--- src/rtl/tcf_pkg.sv ---
package tcf_pkg;
    localparam int FLAG_W  = 8;
    localparam int BIT_CP0 = 7;
    localparam int BIT_CP1 = 6;
    localparam int BIT_CM0 = 5;
    localparam int BIT_CM1 = 4;
    localparam int BIT_OUF = 3;
    localparam int BIT_OC0 = 2;
    localparam int BIT_OM0 = 1;
    localparam int BIT_SEL = 0;
endpackage

--- src/rtl/tcf_flag_bank.sv ---
module tcf_flag_bank #(
    parameter int W = 8
) (
    input  logic         clk,
    input  logic         rst_n,
    input  logic [W-1:0] set_i,
    input  logic [W-1:0] clr_i,
    output logic [W-1:0] q_o
);
    for (genvar i = 0; i < W; i++) begin : g_bit
        always_ff @(posedge clk or negedge rst_n) begin
            if (!rst_n) begin
                q_o[i] <= 1'b0;
            end else if (set_i[i]) begin
                q_o[i] <= 1'b1;
            end else if (clr_i[i]) begin
                q_o[i] <= 1'b0;
            end
        end
    end
endmodule

--- src/rtl/tcf_cap_reg.sv ---
module tcf_cap_reg #(
    parameter int W = 16
) (
    input  logic         clk,
    input  logic         rst_n,
    input  logic         load_i,
    input  logic [W-1:0] d_i,
    output logic [W-1:0] q_o
);
    always_ff @(posedge clk or negedge rst_n) begin
        if (!rst_n) begin
            q_o <= '0;
        end else if (load_i) begin
            q_o <= d_i;
        end
    end
endmodule

--- src/rtl/tcf_irq_gen.sv ---
module tcf_irq_gen
    import tcf_pkg::*;
(
    input  logic              clk,
    input  logic              rst_n,
    input  logic [FLAG_W-1:0] flags_i,
    input  logic              gie,
    input  logic              ie_cap,
    input  logic              ie_cmp0,
    input  logic              ie_cmp1,
    input  logic              ie_ovf,
    output logic              irq_cap,
    output logic              irq_cmp,
    output logic              irq_ovf
);
    logic cap_cond;
    logic cap_nx;
    logic cmp_nx;
    logic ovf_nx;

    always_comb begin
        if (flags_i[BIT_SEL]) begin
            cap_cond = flags_i[BIT_CP0] & flags_i[BIT_CP1];
        end else begin
            cap_cond = flags_i[BIT_CP0] | flags_i[BIT_CP1];
        end
        cap_nx = gie & ie_cap & cap_cond;
        cmp_nx = gie & ((ie_cmp0 & flags_i[BIT_CM0]) | (ie_cmp1 & flags_i[BIT_CM1]));
        ovf_nx = gie & ie_ovf & flags_i[BIT_OUF];
    end

    always_ff @(posedge clk or negedge rst_n) begin
        if (!rst_n) begin
            irq_cap <= 1'b0;
            irq_cmp <= 1'b0;
            irq_ovf <= 1'b0;
        end else begin
            irq_cap <= cap_nx;
            irq_cmp <= cmp_nx;
            irq_ovf <= ovf_nx;
        end
    end
endmodule

--- src/rtl/tcf_flag_ctrl.sv ---
module tcf_flag_ctrl
    import tcf_pkg::*;
#(
    parameter int CNT_W = 16
) (
    input  logic              clk,
    input  logic              rst_n,
    input  logic              ev_cap0,
    input  logic              ev_cap1,
    input  logic              ev_cmp0,
    input  logic              ev_cmp1,
    input  logic              ev_ovf,
    input  logic [CNT_W-1:0]  cnt_val,
    input  logic              bicap_mode,
    input  logic              gie,
    input  logic              ie_cap,
    input  logic              ie_cmp0,
    input  logic              ie_cmp1,
    input  logic              ie_ovf,
    input  logic              wr_en,
    input  logic [FLAG_W-1:0] wr_data,
    output logic [FLAG_W-1:0] flags_q,
    output logic [CNT_W-1:0]  cap0_q,
    output logic [CNT_W-1:0]  cap1_q,
    output logic              irq_cap,
    output logic              irq_cmp,
    output logic              irq_ovf
);
    localparam int NCAP = 2;

    logic [FLAG_W-1:0] set_v;
    logic [FLAG_W-1:0] clr_v;
    logic              sim0;
    logic              sim1;
    logic [NCAP-1:0]   cap_load;
    logic [CNT_W-1:0]  cap_q [NCAP];

    always_comb begin
        sim0 = wr_en & wr_data[BIT_CP0];
        sim1 = wr_en & wr_data[BIT_CP1] & ~bicap_mode;
        clr_v = {FLAG_W{wr_en}} & ~wr_data;
        set_v = '0;
        set_v[BIT_CP0] = ev_cap0 | sim0;
        set_v[BIT_CP1] = ev_cap1 | sim1;
        set_v[BIT_CM0] = ev_cmp0;
        set_v[BIT_CM1] = ev_cmp1;
        set_v[BIT_OUF] = ev_ovf;
        set_v[BIT_OC0] = (ev_cap0 & flags_q[BIT_CP0]) | sim0;
        set_v[BIT_OM0] = ev_cmp0 & flags_q[BIT_CM0];
        set_v[BIT_SEL] = wr_en & wr_data[BIT_SEL];
        cap_load[0] = ev_cap0 | sim0;
        cap_load[1] = ev_cap1 | sim1;
    end

    tcf_flag_bank #(.W(FLAG_W)) u_flags (
        .clk   (clk),
        .rst_n (rst_n),
        .set_i (set_v),
        .clr_i (clr_v),
        .q_o   (flags_q)
    );

    for (genvar c = 0; c < NCAP; c++) begin : g_cap
        tcf_cap_reg #(.W(CNT_W)) u_cap (
            .clk    (clk),
            .rst_n  (rst_n),
            .load_i (cap_load[c]),
            .d_i    (cnt_val),
            .q_o    (cap_q[c])
        );
    end

    assign cap0_q = cap_q[0];
    assign cap1_q = cap_q[1];

    tcf_irq_gen u_irq (
        .clk     (clk),
        .rst_n   (rst_n),
        .flags_i (flags_q),
        .gie     (gie),
        .ie_cap  (ie_cap),
        .ie_cmp0 (ie_cmp0),
        .ie_cmp1 (ie_cmp1),
        .ie_ovf  (ie_ovf),
        .irq_cap (irq_cap),
        .irq_cmp (irq_cmp),
        .irq_ovf (irq_ovf)
    );
endmodule

--- config.mk ---
export PLATFORM = sky130hd
export DESIGN_NAME = tcf_flag_ctrl
export DESIGN_NICKNAME = d
export VERILOG_FILES = /design/src/rtl/tcf_pkg.sv /design/src/rtl/tcf_flag_bank.sv /design/src/rtl/tcf_cap_reg.sv /design/src/rtl/tcf_irq_gen.sv /design/src/rtl/tcf_flag_ctrl.sv
export SDC_FILE = /design/constraint.sdc
export NUM_CORES = 1
export LEC_CHECK = 0
export CAP_MARGIN = 20
export CORE_UTILIZATION = 65
export CTS_CLUSTER_DIAMETER = 60
export CTS_CLUSTER_SIZE = 28
export DETAILED_ROUTE_END_ITERATION = 10
export DONT_BUFFER_PORTS = 1
export GPL_TIMING_DRIVEN = 0
export PLACE_DENSITY = 0.92
export SKIP_LAST_GASP = 1
export SYNTH_ARGS = -nofsm -noshare
export SYNTH_HDL_FRONTEND = slang
export SYNTH_SLANG_ARGS = --single-unit
--- constraint.sdc ---
create_clock -name clk -period 1.6 [get_ports clk]
set_input_delay 0.08 -clock clk [delete_from_list [all_inputs] [get_ports clk]]
set_output_delay 0.08 -clock clk [all_outputs]
set_load 0.005 [all_outputs]
=== Word-level counts from Yosys, hierarchy flattened ===
Cells that the tools add are included.

* Add/subtract/negate cells: 0
* $mul: 0
* Divide/modulo/power cells: 0
* Order comparisons: 0
* Equality and inequality tests: 0
* Shift-type cells: 0
* Mux-type cells: 17
* Bitwise operators: 22
* Reduce and logical (&&, ||, !) cells: 8

{| class="wikitable"
|+ Operators with widths
! operator !! count
|-
| 1-bit 2-to-1 mux || 17
|-
| 2-bit nonzero test || 8
|-
| 1-bit AND || 14
|-
| 8-bit AND || 1
|-
| 8-bit inverter || 1
|-
| 1-bit OR || 5
|-
| 1-bit inverter || 1
|}

* Flip-flop bits (word level): 43
* Latch bits: 0
* Memory bits (writable): 0
* Memory bits (read-only): 0
* Bits of input ports: 38
* Output and inout port bits: 43
* Word-level logic and storage cells: 60
* Memories: 0

=== Depth between registers and ports, before layout ===
Gate-level depths: netlist (run 1).

* Depth after elaboration: 4
* Depth in mapped cells: 4
* Depth with buffers taken out: 3

=== Cells and area by module ===
A second synthesis (run 1) with hierarchy kept.

* Cell total of the unflattened synthesis: 116
* Area, all modules: 1818.0 µm²

{| class="wikitable"
|+ By module, submodules not included
! module !! instances !! cells an instance !! area an instance (µm²) !! sequential area each (µm²)
|-
| tcf_cap_reg || 2 || 34 || 649.4 || 400.4
|-
| tcf_flag_bank || 1 || 24 || 290.3 || 200.2
|-
| tcf_irq_gen || 1 || 9 || 116.4 || 75.1
|-
| tcf_flag_ctrl || 1 || 15 || 112.6 || 0.0
|}

=== Worst setup path after synthesis (run 1) ===
Ideal clock, no wire load.

* Path kind: input to register
* Start: input port wr_en
* End: register g_cap[1].u_cap.q_o[10]
* Setup time: 0.125 ns
* Arrival: 0.914 ns
* Required time: 1.475 ns
* Slack: 0.561 ns
* Stages on the path: 4
* Buffers on the path: 1
* Cell sequence: nor2b_4 > a21oi_4 > buf_8 > mux2_4

* Cells in the longest elaborated chain, start to end: 3

{| class="wikitable"
|+ RTL lines
! element !! RTL line !! text
|-
| from (decl) || tcf_flag_ctrl.sv:20 || <nowiki>input logic wr_en,</nowiki>
|-
| 1-bit AND (2 in a row) || tcf_flag_ctrl.sv:40 || <nowiki>sim1 = wr_en & wr_data[BIT_CP1] & ~bicap_mode;</nowiki>
|-
| 1-bit OR || tcf_flag_ctrl.sv:52 || <nowiki>cap_load[1] = ev_cap1 | sim1;</nowiki>
|-
| to (signal assigned) || tcf_cap_reg.sv:14 || <nowiki>q_o <= d_i;</nowiki>
|-
| to (decl) || tcf_cap_reg.sv:8 || <nowiki>output logic [W-1:0] q_o</nowiki>
|}

No other way between the ends.
A chain may end at the register's enable or synchronous reset.

=== Worst setup path in the final report (run 1) ===
* Start: register u_flags.q_o[5]
* End: register u_irq.irq_cmp

* Cells in the longest elaborated chain, start to end: 3

{| class="wikitable"
|+ RTL lines
! element !! RTL line !! text
|-
| from (decl) || tcf_flag_bank.sv:8 || <nowiki>output logic [W-1:0] q_o</nowiki>
|-
| from (signal, indexed assignment) || tcf_flag_bank.sv:13 || <nowiki>q_o[i] <= 1'b0;</nowiki>
|-
| from (signal, indexed assignment) || tcf_flag_bank.sv:15 || <nowiki>q_o[i] <= 1'b1;</nowiki>
|-
| from (signal, indexed assignment) || tcf_flag_bank.sv:17 || <nowiki>q_o[i] <= 1'b0;</nowiki>
|-
| 1-bit AND || tcf_irq_gen.sv:28 || <nowiki>cmp_nx = gie & ((ie_cmp0 & flags_i[BIT_CM0]) | (ie_cmp1 & flags_i[BIT_CM1]));</nowiki>
|-
| 1-bit OR || tcf_irq_gen.sv:28 ||
|-
| 1-bit AND || tcf_irq_gen.sv:28 ||
|-
| named net u_irq.cmp_nx || tcf_irq_gen.sv:18 || <nowiki>logic cmp_nx;</nowiki>
|-
| to (signal assigned) || tcf_irq_gen.sv:39 || <nowiki>irq_cmp <= cmp_nx;</nowiki>
|-
| to (decl) || tcf_irq_gen.sv:13 || <nowiki>output logic irq_cmp,</nowiki>
|}

The timed path passes the listed nets, and every way through them passes these cells.

==> results of run 1 <==
-- cells by family after synthesis --
kind of cell    synth area share
mux                        0.237
flops                      0.642
simple gates              0.0433
compound gates            0.0485
buf+inv                   0.0224
fa+ha+maj                0.00597
-- final cells by class --
class                   count  area, sq um  share of cell area
clock inverters             1         5.00             0.00235
multi-input cells          57          562               0.263
inverters                   3         11.3             0.00528
clock buffers               7         45.0              0.0211
plain buffers               2         26.3              0.0123
well taps                  30         37.5              0.0176
flip-flops and latches     43         1080               0.504
repair buffers             36          370               0.174
-- power breakdown --
part | internal [W] | switching [W] | leakage, nW
Sequential | 0.00119 | 0.0000857 | 0.495
Clock | 0.000172 | 0.000313 | 0.0293
Combinational | 0.000186 | 0.000107 | 0.405
-- metal layers --
metal | part of all wire | up-vias
met3 | 0.075 | 14
met2 | 0.54 | 54
met1 | 0.35 | 527
li1 | - | 458
met5 | 0 | -
met4 | 0.029 | 0
-- state kept, by name, summed over array words and instances (netlist names) --
signal / count
u_flags.q_o: 8
g_cap.u_cap.q_o: 32
u_irq.irq_ovf: 1
u_irq.irq_cap: 1
u_irq.irq_cmp: 1
-- path summary, 6_finish.rpt --
path / from / to / depth (start not counted) / slack, ps
max: u_flags.q_o[5]$_DFFE_PN0P_ / u_irq.irq_cmp$_DFF_PN0_ / 3 / 220
min: ev_cap1 / g_cap[1].u_cap.q_o[4]$_DFFE_PN0P_ / 2 / 30
max reg2reg: u_flags.q_o[5]$_DFFE_PN0P_ / u_irq.irq_cmp$_DFF_PN0_ / 3 / 220
min reg2reg: g_cap[0].u_cap.q_o[12]$_DFFE_PN0P_ / g_cap[0].u_cap.q_o[12]$_DFFE_PN0P_ / 1 / 550
max in group asynchronous: rst_n / g_cap[1].u_cap.q_o[7]$_DFFE_PN0P_ / 2 / 1200
min in group asynchronous: rst_n / g_cap[1].u_cap.q_o[13]$_DFFE_PN0P_ / 2 / 200
-- cells in the mapped netlist --
master / number / share of area
a21oi_2: 1 / 0.0052
a21oi_4: 1 / 0.0097
a22oi_1: 2 / 0.0090
and3_1: 2 / 0.0075
buf_6: 1 / 0.0067
buf_8: 1 / 0.0090
dfrtp_1: 43 / 0.64
inv_1: 3 / 0.0067
maj3_1: 1 / 0.0060
mux2_2: 22 / 0.15
mux2_4: 10 / 0.090
nand2_1: 4 / 0.0090
nand2b_1: 4 / 0.015
nor2b_1: 1 / 0.0037
nor2b_4: 1 / 0.0082
o21ai_0: 7 / 0.021
o22ai_1: 1 / 0.0037
-- placed cells by master (no fill, tap or decap), drive strengths merged --
master / synthesis / routed
dfrtp: 43 / 43
dlygate4sd3: 0 / 35
mux2: 32 / 32
o21ai: 7 / 7
clkbuf: 0 / 7
nand2b: 4 / 4
nand2: 4 / 4
inv: 3 / 3
buf: 2 / 3
and3: 2 / 2
a22oi: 2 / 2
nor2b: 2 / 2
a21oi: 2 / 2
maj3: 1 / 1
o22ai: 1 / 1
clkinv: 0 / 1
-- per-stage QoR --
stage | cells | setup slack [ps] | instance area [sq um]
floorplan | 105 | 561 | 1680
global placement | 135 | 406 | 1710
detailed placement | 135 | 396 | 1710
CTS | 179 | 232 | 2130
global route | 179 | 155 | 2130
finish | 179 | 215 | 2130
-- critical path: cells and delay by family (launching register included) --
kind,cells,cell delay (ps)
AOI/OAI and AO/OA,1,200
and+or+nand+nor,1,80
DFF,1,440
buffers and inverters,1,570
==> results.yml, run 1 <==
cts:
  cts-root-buf: "clkbuf_4"
  cts-hold-fix-buffers: 36
  post_cts_resized: 0
  cts_setup_buffers: 0
  ctsHtreeMaxLevel: 2
  clk_latency_ps: 340
  numCtsBuffers: 5
  clock_path_buffers: 2
  path_clk_slew_ps: 120
  cts.sinks: 43
  cts_tree: "done"
power:
  leakage_nw: 0.930
  peakVddDrop_v: 0.000889
  pwr_density_cell_mw_per_mm2: 962
  total_power_w: 0.00205
floorplanning:
  coreArea_sq_mm: 0.00245
  die_height_microns: 52.8
  fp.dieArea_sq_mm: 0.00278
  fp.dieW_microns: 52.8
  initial_utilization: 0.682
  rows: 18
  io_pins: 81
drt:
  post_drt_via_cell_ratio: 5.88
  drc: 0
  wirelength_microns: 3590
  drtIter0Drc: 9
  drt-pass1-iter-count: 3
  ant_nets: 0
  wl_per_cell_microns: 20.1
  vias: 1053
global_route:
  grt_pass1_vias: 1159
  grt_use_met3: 0.0957
  grt_max_degree: 44
  antenna_found_initial: 0
  use_met1: 0.301
  grt_pass1_wl_microns: 5390
  grt_busiest_layer: "met2"
  track_usage: 0.294
  grt_overflow: 0
  use_met2: 0.525
place:
  dp_hpwl_microns: 2210
  io_buffers: 0
  gp_congestion: 0.778
sta:
  fin_skew_ps: 12.1
  fin_crit_ps: 1380
  slew_headroom: 0.672
  worst_slew_pin_slew_ps: 492
  final.setup.tns_ps: 0
  rsz0062_at_grt: "false"
  period_share: 0.866
  setup_viol: 0
  slew_viol_final: 0
  fmax_mhz: 722
  hold_viol: 0
  timing.hold.ws_ps: 29.0
final_layout:
  antennaDiodeCount: 0
  postLayoutCoreUtil: 0.869
  area_growth_pct: 27.3
  drive_gt1_frac: 0.295
  fill_cells: 121
  nets: 186
logic_synthesis:
  netlist_area_sq_mm: 0.00168
  ys_ff_latch: 43
  synthDistinctLibCells: 17
  synth_fp_nets: 143
  synth_cells: 105
  synth_warnings: 0
  yosysSeqAreaShare: 0.642
  avgSynthCellArea_sq_um: 16.0
critical_path:
  worst_path_largest_cell_delay_ps: 570
  end_kind: "flop"
  worstPathArrival_ps: 1620
  worstPathRequired_ps: 1830
  path_class: "reg -> reg"
  cp_max_fo: 4
  slowest_stage: "dlygate4sd3_1"
  startpoint_type: "flop"
  worstPathCellList: "a22oi_1, nor2b_1, dlygate4sd3_1"
run:
  cap_violations: 0
hold_path:
  hold_class: "in -> reg"
outcome:
  outcome: "complete, no violations"
No activity file was read; power rests on OpenSTA's default activity.
==> run 2: changes to the inputs <==
CORE_MARGIN = 2   (was not set)
CTS_CLUSTER_DIAMETER = 40   (was 60)
REMOVE_ABC_BUFFERS = 1   (was not set)
==> run 2 against run 1 <==
Combinational power barely moved. Register-to-register slack got worse by 60 ps. Critical path depth did not move. Fmax fell by 4.0%. Wire length rose by 9.1%. Sequential power barely moved. Global-route usage fell by 1.1 points. Final area fell by 0.35%. First-iteration DRC count rose by 67%. Worst setup slack got worse by 58 ps. Sequential share of layout area rose by 0.18 points. Clock power rose by 21%. Largest power group unchanged.
==> results.yml, run 2 (same netlist as run 1, synthesis figures left out) <==
outcome:
  outcome: "complete, no violations"
drt:
  post_drt_via_cell_ratio: 5.99
  wirelength_microns: 3920
  vias: 1061
  drt-pass1-iter-count: 4
  drc: 0
  wl_per_cell_microns: 22.2
  ant_nets: 0
  drtIter0Drc: 15
critical_path:
  cp_max_fo: 4
  rr_worst_depth: 3
  worstPathRequired_ps: 1830
  startpoint_type: "flop"
  end_kind: "flop"
  path_class: "reg -> reg"
  worstPathArrival_ps: 1670
power:
  power.switching_w: 0.000527
  p_comb_frac: 0.134
  p_sw_frac: 0.244
  pwr-share-seq: 0.593
  peakVddDrop_v: 0.000971
  pwr_density_cell_mw_per_mm2: 1010
  internal_power_w: 0.00163
  leakage_nw: 0.928
  power_frac_clock: 0.273
final_layout:
  final_cell_mix: "dfrtp_1 (43), dlygate4sd3_1 (35), mux2_2 (22), mux2_4 (10), o21ai_0 (7)"
  largestRegisters: "g_cap.u_cap.q_o: 32 flops, u_flags.q_o: 8 flops"
  area_growth_pct: 26.9
  nets: 184
  drive_gt1_frac: 0.293
  antennaDiodeCount: 0
  mostFrequentLayoutCell: "dfrtp_1"
  largest_reg_flops: 32
  regMostFlops: "g_cap.u_cap.q_o"
cts:
  ctsHtreeMaxLevel: 2
  clock_path_buffers: 2
  cts_tree: "done"
  cts.sinks: 43
  cts-root-buf: "clkbuf_4"
  cts_setup_buffers: 0
  clk_latency_ps: 340
  numCtsBuffers: 5
  path_clk_slew_ps: 120
hold_path:
  holdPathStages: 2
  hold_class: "in -> reg"
floorplanning:
  die_height_microns: 54.8
  initial_utilization: 0.682
  io_pins: 81
  rows: 18
  fp.dieW_microns: 54.8
  fp.dieArea_sq_mm: 0.00300
  coreArea_sq_mm: 0.00245
sta:
  worst_slew_pin_slew_ps: 971
  finalWorstSetupSlack_ps: 157
  setup_viol: 0
  slew_viol_final: 0
  fmax_mhz: 693
  hold_viol: 0
  slew_headroom: 0.353
  fin_skew_ps: 5.61
  period_share: 0.902
  rsz0062_at_grt: "false"
  final.setup.tns_ps: 0
  fin_crit_ps: 1440
global_route:
  use_met2: 0.516
  use_met1: 0.293
  grt_use_met3: 0.0902
  grt_overflow: 0
  grt_busiest_layer: "met2"
  grt_pass1_vias: 1146
  antenna_found_initial: 0
  grt_pass1_wl_microns: 5510
  grt_max_degree: 44
  track_usage: 0.283
place:
  io_buffers: 0
  preCtsSetupSlack_ps: 180
  dp_hpwl_microns: 2190
  gp_congestion: 0.688
run:
  cap_violations: 0
-- run 2: cell count changes in the layout (fill, tap and decap cells not counted) --
cell	delta
clkbuf_8	+2
buf_6	-1
buf_8	-1
clkbuf_1	-1
clkinv_2	-1
-- run 2: timing repair --
item,4_1_cts,5_1_grt
gates resized for setup,0,0
hold buffers,36,0
hold endpoints to repair,86,0
-- run 2: worst max-delay path, stage by stage (launching register included) --
cell and delay (ps):
dfrtp_1 450, a22oi_1 230, nor2b_1 80, dlygate4sd3_1 560
-- run 2: layout make-up --
class                           count  area (sq um)
Timing Repair Buffer               36           370
Fill cell                         106           329
Multi-Input combinational cell     57           562
Tap cell                           30          37.5
Clock buffer                        8          68.8
Sequential cell                    43          1080
Inverter                            3          11.3
-- run 2: final timing paths --
check                                             startpoint                            endpoint  slack, ps
max in group asynchronous                              rst_n  g_cap[0].u_cap.q_o[15]$_DFFE_PN0P_       1210
max                               u_flags.q_o[5]$_DFFE_PN0P_             u_irq.irq_cmp$_DFF_PN0_        160
max reg2reg                       u_flags.q_o[5]$_DFFE_PN0P_             u_irq.irq_cmp$_DFF_PN0_        160
min in group asynchronous                              rst_n   g_cap[1].u_cap.q_o[5]$_DFFE_PN0P_        190
min                                                  ev_cap0          u_flags.q_o[7]$_DFFE_PN0P_         10
min reg2reg                g_cap[1].u_cap.q_o[3]$_DFFE_PN0P_   g_cap[1].u_cap.q_o[3]$_DFFE_PN0P_        550
-- run 2: per-stage QoR --
step	hold slack (ps)	cell area (sq um)	utilization	cells	power, W
6_report	14.1	2130	0.866	177	0.00216
4_1_cts	23.0	2130	0.866	177	0.00215
3_3_place_gp	-215	1690	0.687	133	0.00146
3_5_place_dp	-215	1690	0.687	133	0.00147
5_1_grt	25.6	2130	0.866	177	0.00225
2_1_floorplan	-216	1650	-	103	0.00142
-- run 2: per-layer routing --
metal / routed length [microns] / vias up
met5: 0 / -
li1: - / 450
met2: 2150 / 72
met4: 74 / 0
met3: 346 / 11
met1: 1350 / 528
-- run 2: power by group through the flow --
stage,Clock (W),Combinational (W),Sequential (W)
2_1_floorplan,0,0.000153,0.00127
3_3_place_gp,0,0.000165,0.00129
3_5_place_dp,0,0.000176,0.00130
4_1_cts,0.000592,0.000282,0.00128
5_1_grt,0.000640,0.000313,0.00129
6_report,0.000588,0.000290,0.00128
==> run 3: changes to the inputs <==
MAX_ROUTING_LAYER = met4   (was not set)
REMOVE_ABC_BUFFERS = not set   (was 1)
==> run 3 against run 2 <==
Power shrank 2.9%. Via count shrank 1.6%. Cell count grew 0.56%. Non-clock buffer count grew 2. Worst hold slack gained 12 ps. Clock skew shrank 4.2 ps. Fmax grew 3.1%. Combinational power grew 2%. Sequential cell count is the same. Critical path depth is the same. Final area grew 0.65%. Highest routed layer unchanged.
==> results.yml, run 3 (same netlist as run 1, synthesis figures left out) <==
sta:
  rsz0062_at_grt: "false"
  slew_viol_final: 0
  fin_skew_ps: 1.39
  slew_headroom: 0.650
  worst_slew_pin_slew_ps: 525
  fmax_mhz: 714
  fin_crit_ps: 1400
  timing.hold.ws_ps: 25.9
  setup_viol: 0
  finalWorstSetupSlack_ps: 200
  period_share: 0.875
  hold_viol: 0
  final.setup.tns_ps: 0
floorplanning:
  fp.dieArea_sq_mm: 0.00300
  initial_utilization: 0.682
  rows: 18
  io_pins: 81
  coreArea_sq_mm: 0.00245
  die_height_microns: 54.8
  fp.dieW_microns: 54.8
final_layout:
  antennaDiodeCount: 0
  drive_gt1_frac: 0.304
  regMostFlops: "g_cap.u_cap.q_o"
  fill_cells: 109
  instances_no_fill: 178
  largestRegisters: "g_cap.u_cap.q_o: 32 flops, u_flags.q_o: 8 flops"
  postLayoutCellArea_sq_mm: 0.00214
  nets: 186
  largest_reg_flops: 32
  mostFrequentLayoutCell: "dfrtp_1"
  area_growth_pct: 27.7
  final_cell_mix: "dfrtp_1 (43), dlygate4sd3_1 (35), mux2_2 (22), mux2_4 (10), o21ai_0 (7)"
global_route:
  antenna_found_initial: 0
  grt_max_degree: 44
  track_usage: 0.276
  use_met1: 0.274
  grt_overflow: 0
  grt_busiest_layer: "met2"
  grt_pass1_vias: 1158
  grt_pass1_wl_microns: 5420
  use_met2: 0.482
  grt_use_met3: 0.104
critical_path:
  worstPathCellList: "a22oi_1, nand2_1, dlygate4sd3_1"
  cp_top_family: "buffers and inverters"
  rr_worst_depth: 3
  crit_buf_inv: 1
  path_depth: 3
  path_class: "reg -> reg"
  startpoint_type: "flop"
  slowest_stage: "dlygate4sd3_1"
  cp_max_fo: 4
  worstPathArrival_ps: 1630
  worstPathRequired_ps: 1830
  end_kind: "flop"
  worst_path_largest_cell_delay_ps: 550
cts:
  cts-root-buf: "clkbuf_4"
  cts_tree: "done"
  cts-hold-fix-buffers: 36
  cts_setup_buffers: 0
  post_cts_resized: 0
  clock_path_buffers: 2
  path_clk_slew_ps: 110
  cts.sinks: 43
  numCtsBuffers: 5
  clk_latency_ps: 330
  ctsHtreeMaxLevel: 2
power:
  pwr_density_cell_mw_per_mm2: 978
  peakVddDrop_v: 0.000893
  leakage_nw: 0.935
drt:
  drc: 0
  drt-pass1-iter-count: 4
  post_drt_via_cell_ratio: 5.87
  drtIter0Drc: 10
  vias: 1044
  wirelength_microns: 3700
  wl_per_cell_microns: 20.8
  ant_nets: 0
place:
  dp_hpwl_microns: 2220
  preCtsSetupSlack_ps: 368
  place_area_sq_mm: 0.00171
  gp_congestion: 0.733
  io_buffers: 0
  dpl.cell_count: 135
run:
  cap_violations: 0
hold_path:
  holdPathStages: 2
  hold_class: "in -> reg"
outcome:
  outcome: "complete, no violations"
run 3: layer usage:
| metal | wire length [microns] | part of all wire |
|---|---|---|
| met5 | 0 | 0 |
| met4 | 99 | 0.027 |
| met3 | 329 | 0.089 |
| met2 | 1990 | 0.54 |
| met1 | 1280 | 0.34 |
run 3: area by class of cell:
class,count,area (sq um),area share
timing repair buffer,36,370,0.173
clock inverter,1,5.00,0.00234
inverter,3,11.3,0.00526
tap,30,37.5,0.0175
sequential,43,1080,0.503
buffer,2,26.3,0.0123
multi-input combinational,57,562,0.263
clock buffer,6,51.3,0.0240
run 3: power by group:
group / internal [W] / leakage, nW / switching (W)
logic: 0.000186 / 0.405 / 0.000110
clock network: 0.000204 / 0.0341 / 0.000315
registers: 0.00119 / 0.495 / 0.0000868
total: 0.00158 / 0.935 / 0.000512
run 3: metrics by stage:
stage / total power (W) / util
3_5_place_dp: 0.00148 / 0.698
2_1_floorplan: 0.00143 / -
4_1_cts: 0.00209 / 0.872
3_3_place_gp: 0.00146 / 0.698
6_report: 0.00209 / 0.872
5_1_grt: 0.00219 / 0.872
run 3: path summary, 6_finish.rpt:
kind	slack (ps)	startpoint	end
worst max-delay path	200	u_flags.q_o[7]$_DFFE_PN0P_	u_flags.q_o[2]$_DFFE_PN0P_
worst min-delay path	30	ev_cap1	g_cap[1].u_cap.q_o[2]$_DFFE_PN0P_
worst max register to register	200	u_flags.q_o[7]$_DFFE_PN0P_	u_flags.q_o[2]$_DFFE_PN0P_
worst min register to register	550	g_cap[1].u_cap.q_o[1]$_DFFE_PN0P_	g_cap[1].u_cap.q_o[1]$_DFFE_PN0P_
max in group asynchronous	1210	rst_n	u_flags.q_o[7]$_DFFE_PN0P_
min in group asynchronous	200	rst_n	g_cap[1].u_cap.q_o[10]$_DFFE_PN0P_
